$ cat src/rtl/mmd_pkg.sv
package mmd_pkg;
  localparam int ADDR_W  = 16;
  localparam int DATA_W  = 8;
  localparam int MODE_W  = 3;
  localparam int NUM_TGT = 10;

  localparam int TGT_RAM   = 0;
  localparam int TGT_BASIC = 1;
  localparam int TGT_KERN  = 2;
  localparam int TGT_CHAR  = 3;
  localparam int TGT_VID   = 4;
  localparam int TGT_SND   = 5;
  localparam int TGT_COL   = 6;
  localparam int TGT_PER1  = 7;
  localparam int TGT_PER2  = 8;
  localparam int TGT_PORT  = 9;

  localparam int NUM_IO = 5;
  localparam logic [ADDR_W-1:0] IO_BASE [NUM_IO] =
    '{16'hD000, 16'hD400, 16'hD800, 16'hDC00, 16'hDD00};
  localparam logic [ADDR_W-1:0] IO_SPAN [NUM_IO] =
    '{16'h0400, 16'h0400, 16'h0400, 16'h0100, 16'h0100};
  localparam logic [ADDR_W-1:0] IO_MASK [NUM_IO] =
    '{16'h003F, 16'h00FF, 16'h03FF, 16'h000F, 16'h000F};
  localparam int IO_TGT [NUM_IO] = '{TGT_VID, TGT_SND, TGT_COL, TGT_PER1, TGT_PER2};

  typedef struct packed {
    logic basic;
    logic kern;
    logic chr;
    logic io;
  } vis_t;
endpackage

$ cat src/rtl/mmd_bank_table.sv
module mmd_bank_table
  import mmd_pkg::*;
(
  input  logic [MODE_W-1:0] mode,
  output vis_t              vis
);
  always_comb begin
    vis = '0;
    case (mode)
      3'd1: vis.chr = 1'b1;
      3'd2: begin vis.chr = 1'b1; vis.kern = 1'b1; end
      3'd3: begin vis.chr = 1'b1; vis.kern = 1'b1; vis.basic = 1'b1; end
      3'd5: vis.io = 1'b1;
      3'd6: begin vis.io = 1'b1; vis.kern = 1'b1; end
      3'd7: begin vis.io = 1'b1; vis.kern = 1'b1; vis.basic = 1'b1; end
      default: vis = '0;
    endcase
  end
endmodule

$ cat src/rtl/mmd_io_subdecode.sv
module mmd_io_subdecode
  import mmd_pkg::*;
(
  input  logic [ADDR_W-1:0]  addr,
  output logic               io_hit,
  output logic [NUM_TGT-1:0] io_sel,
  output logic [ADDR_W-1:0]  io_off
);
  logic [NUM_IO-1:0] hit;

  genvar gi;
  generate
    for (gi = 0; gi < NUM_IO; gi++) begin : g_win
      assign hit[gi] = (((addr ^ IO_BASE[gi]) & ~(IO_SPAN[gi] - 16'd1)) == '0);
    end
  endgenerate

  always_comb begin
    io_sel = '0;
    io_off = '0;
    for (int i = 0; i < NUM_IO; i++) begin
      if (hit[i]) begin
        io_sel[IO_TGT[i]] = 1'b1;
        io_off = io_off | (addr & IO_MASK[i]);
      end
    end
    io_hit = |hit;
  end
endmodule

$ cat src/rtl/mmd_region_select.sv
module mmd_region_select
  import mmd_pkg::*;
#(
  parameter logic [ADDR_W-1:0] PORT_ADDR = 16'h0001
)(
  input  logic               acc_valid,
  input  logic               acc_write,
  input  logic [ADDR_W-1:0]  addr,
  input  vis_t               vis,
  input  logic               io_hit,
  input  logic [NUM_TGT-1:0] io_sel,
  input  logic [ADDR_W-1:0]  io_off,
  output logic [NUM_TGT-1:0] sel,
  output logic [ADDR_W-1:0]  offset
);
  localparam int ROM_W = 13;
  localparam int CHR_W = 12;

  logic in_a, in_d, in_e;
  assign in_a = (addr[15:13] == 3'b101);
  assign in_e = (addr[15:13] == 3'b111);
  assign in_d = (addr[15:12] == 4'hD);

  always_comb begin
    sel    = '0;
    offset = addr;
    if (!acc_valid) begin
      offset = '0;
    end else if (addr == PORT_ADDR) begin
      sel[TGT_PORT] = 1'b1;
      offset = '0;
    end else if (in_d && vis.io) begin
      if (io_hit) begin
        sel    = io_sel;
        offset = io_off;
      end else begin
        sel[TGT_RAM] = 1'b1;
      end
    end else if (acc_write) begin
      sel[TGT_RAM] = 1'b1;
    end else if (in_a && vis.basic) begin
      sel[TGT_BASIC] = 1'b1;
      offset = {{(ADDR_W-ROM_W){1'b0}}, addr[ROM_W-1:0]};
    end else if (in_e && vis.kern) begin
      sel[TGT_KERN] = 1'b1;
      offset = {{(ADDR_W-ROM_W){1'b0}}, addr[ROM_W-1:0]};
    end else if (in_d && vis.chr) begin
      sel[TGT_CHAR] = 1'b1;
      offset = {{(ADDR_W-CHR_W){1'b0}}, addr[CHR_W-1:0]};
    end else begin
      sel[TGT_RAM] = 1'b1;
    end
  end
endmodule

$ cat src/rtl/mem_map_decoder.sv
module mem_map_decoder
  import mmd_pkg::*;
#(
  parameter logic [ADDR_W-1:0] PORT_ADDR  = 16'h0001,
  parameter logic [DATA_W-1:0] PORT_RESET = 8'h37
)(
  input  logic               clk,
  input  logic               rst_n,
  input  logic               acc_valid,
  input  logic               acc_write,
  input  logic [ADDR_W-1:0]  addr,
  input  logic [DATA_W-1:0]  wdata,
  output logic [NUM_TGT-1:0] sel,
  output logic [ADDR_W-1:0]  offset,
  output logic [DATA_W-1:0]  port_rdata
);
  logic [DATA_W-1:0]  port_q, port_d;
  logic               port_we;
  vis_t               vis;
  logic               io_hit;
  logic [NUM_TGT-1:0] io_sel;
  logic [ADDR_W-1:0]  io_off;

  assign port_we = acc_valid && acc_write && (addr == PORT_ADDR);

  always_comb begin
    port_d = port_q;
    if (port_we) port_d = wdata;
  end

  always_ff @(posedge clk or negedge rst_n) begin
    if (!rst_n) port_q <= PORT_RESET;
    else        port_q <= port_d;
  end

  assign port_rdata = port_q;

  mmd_bank_table i_table (
    .mode (port_q[MODE_W-1:0]),
    .vis  (vis)
  );

  mmd_io_subdecode i_io (
    .addr   (addr),
    .io_hit (io_hit),
    .io_sel (io_sel),
    .io_off (io_off)
  );

  mmd_region_select #(.PORT_ADDR(PORT_ADDR)) i_sel (
    .acc_valid (acc_valid),
    .acc_write (acc_write),
    .addr      (addr),
    .vis       (vis),
    .io_hit    (io_hit),
    .io_sel    (io_sel),
    .io_off    (io_off),
    .sel       (sel),
    .offset    (offset)
  );
endmodule

$ cat config.mk
export PLATFORM = sky130hd
export DESIGN_NAME = mem_map_decoder
export DESIGN_NICKNAME = d
export VERILOG_FILES = /design/src/rtl/mmd_pkg.sv /design/src/rtl/mmd_bank_table.sv /design/src/rtl/mmd_io_subdecode.sv /design/src/rtl/mmd_region_select.sv /design/src/rtl/mem_map_decoder.sv
export SDC_FILE = /design/constraint.sdc
export NUM_CORES = 1
export LEC_CHECK = 0
export ABC_CLOCK_PERIOD_IN_PS = 3200
export BUFFER_PORTS_ARGS = -buffer_cell sky130_fd_sc_hd__buf_2
export CAP_MARGIN = 10
export CORE_MARGIN = 2
export CORE_UTILIZATION = 30
export DETAILED_ROUTE_END_ITERATION = 8
export GPL_TIMING_DRIVEN = 0
export PLACE_DENSITY = 0.65
export SLEW_MARGIN = 20
export SYNTH_ARGS = -nofsm -noshare
export SYNTH_HDL_FRONTEND = slang
export SYNTH_SLANG_ARGS = --single-unit
$ cat constraint.sdc
create_clock -name clk -period 3.2 [get_ports clk]
set_input_delay 0.96 -clock clk [delete_from_list [all_inputs] [get_ports clk]]
set_output_delay 0.96 -clock clk [all_outputs]
set_load 0.02 [all_outputs]
* Yosys cells after proc, flatten, opt, wreduce, memory -nomap -nowiden
Cells that the tools add are included.
Cells by class: equality and inequality tests 10, mux-type cells 39, bitwise gates (word level) 9, reductions and logical operators 16
Operators by type and width (count):
- 2-to-1 mux 16 bit | 12
- logical NOT 16 bit | 5
- bitwise OR 16 x 4 -> 16 bit | 2
- 2-to-1 mux 1 bit | 19
- == test 16 x 1 -> 1 bit (second input constant) | 1
- bitwise OR 16 x 10 -> 16 bit | 1
- bitwise OR 16 x 8 -> 16 bit | 1
- == test 3 bit (second input constant) | 5
- 2-to-1 mux 10 bit | 1
- 2-to-1 mux 9 bit | 1
- 2-to-1 mux 8 bit | 1
- NOT 4 bit | 2
- == test 3 x 2 -> 1 bit (second input constant) | 2
- logical AND 1 bit | 6
- 2-to-1 mux 6 bit | 1
- NOT 6 bit | 1
- OR reduction 3 bit | 2
- 2-to-1 mux 5 bit | 1
- NOT 5 bit | 1
- OR reduction 5 bit | 1
- == test 4 bit (second input constant) | 1
- 2-to-1 mux 4 bit | 1
- OR reduction 4 bit | 1
- == test 3 x 1 -> 1 bit (second input constant) | 1
- other kinds (4) | 4
Storage, ports and cells: flip-flop bits (word level) 8, output and inout bits 34

* Depth between registers and ports, before layout
depth in word-level cells 15, depth in mapped cells 5, gate-level depth less buffers 4

* Modules after synthesis
Synthesis repeated with hierarchy kept, for this count alone.
Second synthesis, totals: cells, all modules 150, area total of the unflattened synthesis 1298.7 µm²
By module, submodules not included:
- mmd_region_select | times used 1, cells an instance 83, area each 519.2 µm², sequential area each 0.0 µm²
- mem_map_decoder | times used 1, cells an instance 23, area each 419.2 µm², sequential area each 206.4 µm²
- mmd_io_subdecode | times used 1, cells an instance 40, area each 332.8 µm², sequential area each 0.0 µm²
- mmd_bank_table | times used 1, cells an instance 4, area each 27.5 µm², sequential area each 0.0 µm²

* Least setup slack after synthesis
No wires, ideal clock.
path kind input to output, start input port addr[13], end output port sel[5], arrival 2.328 ns, path slack -0.088 ns, cell stages on the path 4, path buffers 0, cells stage by stage nand4b_2 > nor2_1 > nand3_1 > nor4b_1
Between the ends: word-level cells in the longest chain between the ends 6, elaborated cells between the ends (all ways) 14, classes of those cells eq/ne (2); mux (5); reduce/logical (7)
RTL lines:
- start: declaration | line mem_map_decoder.sv:11 | input logic [ADDR_W-1:0] addr,
- logical NOT 16 bit | line mmd_io_subdecode.sv:14 | assign hit[gi] = (((addr ^ IO_BASE[gi]) & ~(IO_SPAN[gi] - 16'd1)) == '0);
- OR reduction 5 bit / 2-to-1 mux 1 bit (equally long branches) | line mmd_io_subdecode.sv:27, mmd_io_subdecode.sv:22
- 2-to-1 mux 8 bit | line mmd_region_select.sv:33 | if (io_hit) begin
- 2-to-1 mux 5 bit | line mmd_region_select.sv:32 | end else if (in_d && vis.io) begin
- 2-to-1 mux 9 bit (*) | line mmd_region_select.sv:29 | end else if (addr == PORT_ADDR) begin
- 2-to-1 mux 10 bit (*) | line mmd_region_select.sv:27 | if (!acc_valid) begin
- end: declaration | line mem_map_decoder.sv:13 | output logic [NUM_TGT-1:0] sel,
Mark *: on every way between the ends. The rest lies on a longest branch, timed or not.

* Final worst setup path
start input port addr[13], end output port offset[14]
Between the ends: word-level cells in the longest chain between the ends 12, elaborated cells between the ends (all ways) 29, classes of those cells eq/ne (4); mux (12); bitwise (3); reduce/logical (10)
RTL lines:
- logical NOT 16 bit | line mmd_io_subdecode.sv:14
- 2-to-1 mux 16 bit | line mmd_io_subdecode.sv:22 | if (hit[i]) begin
- bitwise OR 16 x 10 -> 16 bit | line mmd_io_subdecode.sv:24 | io_off = io_off | (addr & IO_MASK[i]);
- 2-to-1 mux 16 bit | line mmd_io_subdecode.sv:22
- bitwise OR 16 x 4 -> 16 bit | line mmd_io_subdecode.sv:24
- 2-to-1 mux 16 bit | line mmd_io_subdecode.sv:22
- bitwise OR 16 x 4 -> 16 bit | line mmd_io_subdecode.sv:24
- 2-to-1 mux 16 bit | line mmd_io_subdecode.sv:22
- 2-to-1 mux 16 bit | line mmd_region_select.sv:33
- 2-to-1 mux 16 bit | line mmd_region_select.sv:32
- 2-to-1 mux 16 bit (*) | line mmd_region_select.sv:29
- 2-to-1 mux 16 bit (*) | line mmd_region_select.sv:27
- end: declaration | line mem_map_decoder.sv:14 | output logic [ADDR_W-1:0] offset,
Marked as above.

==> results.txt <==
The worst setup path is captured at a primary output. For this run, the number of standard cells in the final layout without fillers is between 150 and 200. The hold violation count in the final report came out at 0.

The number of remaining DRC errors came out at 0. The routed length per instance came out at 12.8 um. Based on the critical path, the design can be clocked at up to around 320 MHz. After synthesis the netlist holds a flip-flop and latch count of 8. The clock edge transition at the registers on the reported setup and hold paths is 0.05 ns. The final worst-path cycle share came out at a little over nine tenths. The most critical setup path has its startpoint at addr[13]. The region available for standard cell placement spans 2250 um2. The number of unique standard cell types used by synthesis is 30. The post-synthesis simple-gate area fraction came out at 42.7%. The CTS buffer count is 3. The min-delay analysis places its worst path in the category reg2reg. The net count of the mapped netlist is 105. The number of global-route vias before repair came out at 771.

The flow ran to the end, and the final reports show no timing, DRC or antenna violations. The endpoint required time on the critical path came out at ~2.2 ns. The final layout contains routed wiring with a total length of between 2000 and 2500 um. The aggregate global-route resource usage came out at 15.4%. The average cell area after synthesis is around 9.5 um2. The floorplan die area is 2860 um2. The layout net count came out at around 180. The post-synthesis cell type with the largest combined area is sky130_fd_sc_hd__dfstp_2.

After technology mapping, the gate count stands at just under 80. For the pin with the worst max-slew slack, the measured transition is around 0.64 ns. The share of power burned in the clock network came out at slightly below 30%. The total setup violations reported at the end of the flow came out at 0. The total leakage power came out at 0.657 nW.

The first routing iteration left 17 violations. The first global-routing pass estimated 3310 um of wire. The worst slew slack as a fraction of its limit is 57.0%.

The repair_antennas step left the layout with diodes totalling 0. The number of cells in the design after placement is ~160. The adder-cell share of the synthesized area came out at 0%. The startpoint of the most critical hold path is port_rdata[3]. Registers are responsible for 37.2% of the overall power.

The largest clock skew in the final design came out at 0 ns. Using the TritonRoute via totals, the vias-per-cell ratio works out to about 5. The placed instance area came out at between 1000 and 1500 um2. The net switching fraction of the power came out at between 30% and 40%.

The flip-flop count of the largest register, all copies and words added is 8. The pin count of the biggest net entering global routing came out at 10. The worst register-to-register path begins at port_rdata[1]. The final standard cell area without fillers is 1280 um2.

The height of the die came out at 53.4 um. The leftover overflow at the end of global routing is 0. The detail route stage leaves a number of antenna-violating nets equal to 0. After synthesis, the largest family of logic cells by area is simple AND/OR/NAND/NOR gates.

Setup repair after global routing could not meet its margin everywhere. No sink is reached through more buffers than the 2 on the longest clock path. In this run the cell area of the synthesized design comes to 733 um2.

The cell chosen for the clock root is sky130_fd_sc_hd__clkbuf_4. For this design, the sink count on the clock tree is 8. The initial antenna violation count was 0. The floorplan die width is roughly 53 um. The final weighted congestion of routability-driven global placement is 0.783. The number of buffers added on ports is 59. The power per unit of standard cell area is 214 nW/um2. The portion of total power attributed to combinational logic came out at 33.5%. The synthesized netlist devotes 8.36% of its cell area to compound gates. The top cell type's share of synthesized area came out at 17.9%. The xor and xnor area share after synthesis came out at 1.19%.

During synthesis, Yosys emitted a total of 0 warnings. The first-pass iteration count of the detailed router is 4. The sum of net half-perimeters after detailed placement is 1750 um. The total via count in the routed design is 855. The starting utilization of the core area came out at around a third. The TritonCTS clock tree is yes.

The largest voltage drop on the vdd net is between 0.1 and 0.15 mV. Sequential cells were found to cover 28.2% of the synthesized design area. The final period demand of the worst path is between 3 and 4 ns. The share of layout cells above drive strength 1 came out at roughly 68%. For the worst-skew pair, the clock arrives at the later sink with an insertion delay of between 0.2 and 0.3 ns.

The worst setup path is launched from a primary input. The multiplexer share of the synthesized area came out at 16.4%. The number of slew-limit violations in the final report came out at 0.

The data arrival time at the worst-slack endpoint is 2.20 ns. 62 I/O pins were placed. The number of max-cap violations came out at 0. The standard-cell row count came out at 17. The power dissipated by switching net loads is 84.5 uW. By area the synthesized netlist is led by sky130_fd_sc_hd__dfstp_2, sky130_fd_sc_hd__mux2_4, sky130_fd_sc_hd__dfrtp_1.

The critical path is of the in2out type. The internal portion of the total power is 188 uW. The area growth from synthesis to final layout came out at 74.2%. CTS built an H-tree with a depth of 1.

Of all nets on the critical path, the largest fanout is 6.
cells in the mapped netlist, drive strengths merged:
| master | n |
|---|---|
| nand4b | 2 |
| o21ai | 1 |
| nand2b | 1 |
| or3b | 1 |
| inv | 2 |
| dfstp | 5 |
| dfrtp | 3 |
| nand3 | 1 |
| and2 | 10 |
| nor4b | 3 |
| nor2 | 12 |
| a21oi | 3 |
| o31ai | 2 |
| nand4 | 1 |
| nor4 | 5 |
| mux2 | 8 |
| and3 | 4 |
| xor2 | 1 |
| nor3 | 1 |
| nand2 | 5 |
| a311oi | 1 |
| o21a | 1 |
| buf | 2 |
| a41o | 1 |
| or4 | 1 |
layer usage:
layer	vias up	wire length (um)	share of wire, %	global-route usage (%)
li1	428	-	-	-
met1	385	907	40	19.4
met3	0	167	7.4	1.69
met4	0	0	0	5.13
met5	-	0	0	0
met2	42	1180	52	27.0
power groups by stage:
| stage | logic (mW) | registers, mW | clock network [mW] |
|---|---|---|---|
| after floorplan | 0.0383 | 0.103 | 0 |
| after global placement | 0.0740 | 0.103 | 0 |
| after detailed placement | 0.0758 | 0.103 | 0 |
| after CTS | 0.0803 | 0.102 | 0.0859 |
| after global routing | 0.0988 | 0.101 | 0.0948 |
| final | 0.0914 | 0.102 | 0.0798 |
repair_timing:
item                                    4_1_cts  5_1_grt
hold buffers                                  0        0
setup buffers                                 3        5
gates cloned                                  0        0
endpoints found under the setup margin       16       16
resized for setup                             5       21
pin swaps                                     2        2
kinds of logic after synthesis:
kind of cell,Yosys count
AND/OR/NAND/NOR,47
AO/OA/AOI/OAI,9
multiplexers,8
flip-flops,8
buffers and inverters,4
XOR/XNOR,1
cell usage in the layout, fill, tap and decap left out:
cell type                  synthesis  routed
sky130_fd_sc_hd__buf_2             1      53
sky130_fd_sc_hd__buf_4             0      11
sky130_fd_sc_hd__nor2_1           11      10
sky130_fd_sc_hd__and2_1           10      10
sky130_fd_sc_hd__mux2_4            8       8
sky130_fd_sc_hd__nand2_1           5       5
sky130_fd_sc_hd__dfstp_2           5       5
sky130_fd_sc_hd__buf_6             1       4
sky130_fd_sc_hd__clkbuf_4          0       4
sky130_fd_sc_hd__nor4_4            0       3
sky130_fd_sc_hd__and3_1            4       3
sky130_fd_sc_hd__dfrtp_1           3       3
sky130_fd_sc_hd__nor4_1            3       2
sky130_fd_sc_hd__nor4b_2           1       2
sky130_fd_sc_hd__inv_1             2       2
sky130_fd_sc_hd__o31ai_1           2       2
sky130_fd_sc_hd__a21oi_1           3       2
sky130_fd_sc_hd__nand4b_4          0       1
sky130_fd_sc_hd__o21ai_0           1       1
sky130_fd_sc_hd__nor2_2            0       1
sky130_fd_sc_hd__nor4b_4           0       1
sky130_fd_sc_hd__nand4_2           1       1
sky130_fd_sc_hd__nand3_1           1       1
sky130_fd_sc_hd__or3b_4            0       1
sky130_fd_sc_hd__nor3_1            1       1
sky130_fd_sc_hd__a41o_2            0       1
sky130_fd_sc_hd__or4_4             0       1
sky130_fd_sc_hd__nand4b_1          1       1
sky130_fd_sc_hd__o21a_1            1       1
sky130_fd_sc_hd__a311oi_4          0       1
sky130_fd_sc_hd__a21oi_2           0       1
sky130_fd_sc_hd__xor2_1            1       1
sky130_fd_sc_hd__nand2b_1          1       1
sky130_fd_sc_hd__and3_4            0       1
sky130_fd_sc_hd__nor2_8            1       1
sky130_fd_sc_hd__clkbuf_1          0       1
worst paths after layout:
path                            slack [ns]  cells past startpoint             to
worst min register to register        0.51                      1  port_rdata[3]
worst max-delay path                  0.04                      6     offset[14]
worst max register to register        2.43                      1  port_rdata[1]
min in group asynchronous             0.54                      1  port_rdata[7]
max in group asynchronous             2.42                      1  port_rdata[4]
worst min-delay path                  0.51                      1  port_rdata[3]
critical path, cell delays in order:
cell and delay (ns):
sky130_fd_sc_hd__buf_6 0.11, sky130_fd_sc_hd__nand4b_4 0.22, sky130_fd_sc_hd__or4_4 0.45, sky130_fd_sc_hd__o21a_1 0.15, sky130_fd_sc_hd__and3_1 0.16, sky130_fd_sc_hd__buf_2 0.15
through the flow:
| step | hold WS [ns] | TNS, ns | power [mW] | worst slack, ns | util [%] |
|---|---|---|---|---|---|
| final | 0.511 | 0 | 0.273 | 0.0365 | 56.7 |
| after global routing | 0.525 | -0.0674 | 0.295 | -0.0492 | 56.7 |
| after CTS | 0.513 | -0.00609 | 0.268 | -0.00609 | 51.1 |
| after detailed placement | 0.498 | -2.44 | 0.179 | -0.257 | 47.7 |
| after global placement | 0.493 | -2.19 | 0.177 | -0.242 | 47.7 |
| after floorplan | 0.636 | -0.0436 | 0.141 | -0.0436 | - |
final cells by class:
cell class | instances | area, um2
inverter | 2 | 7.51
clock buffer | 4 | 26.3
tap | 28 | 35.0
multi-input combinational | 65 | 602
sequential | 8 | 206
timing repair buffer | 67 | 382
buffer | 2 | 18.8
fill | 215 | 977
Power figures use the tool's default switching activity.
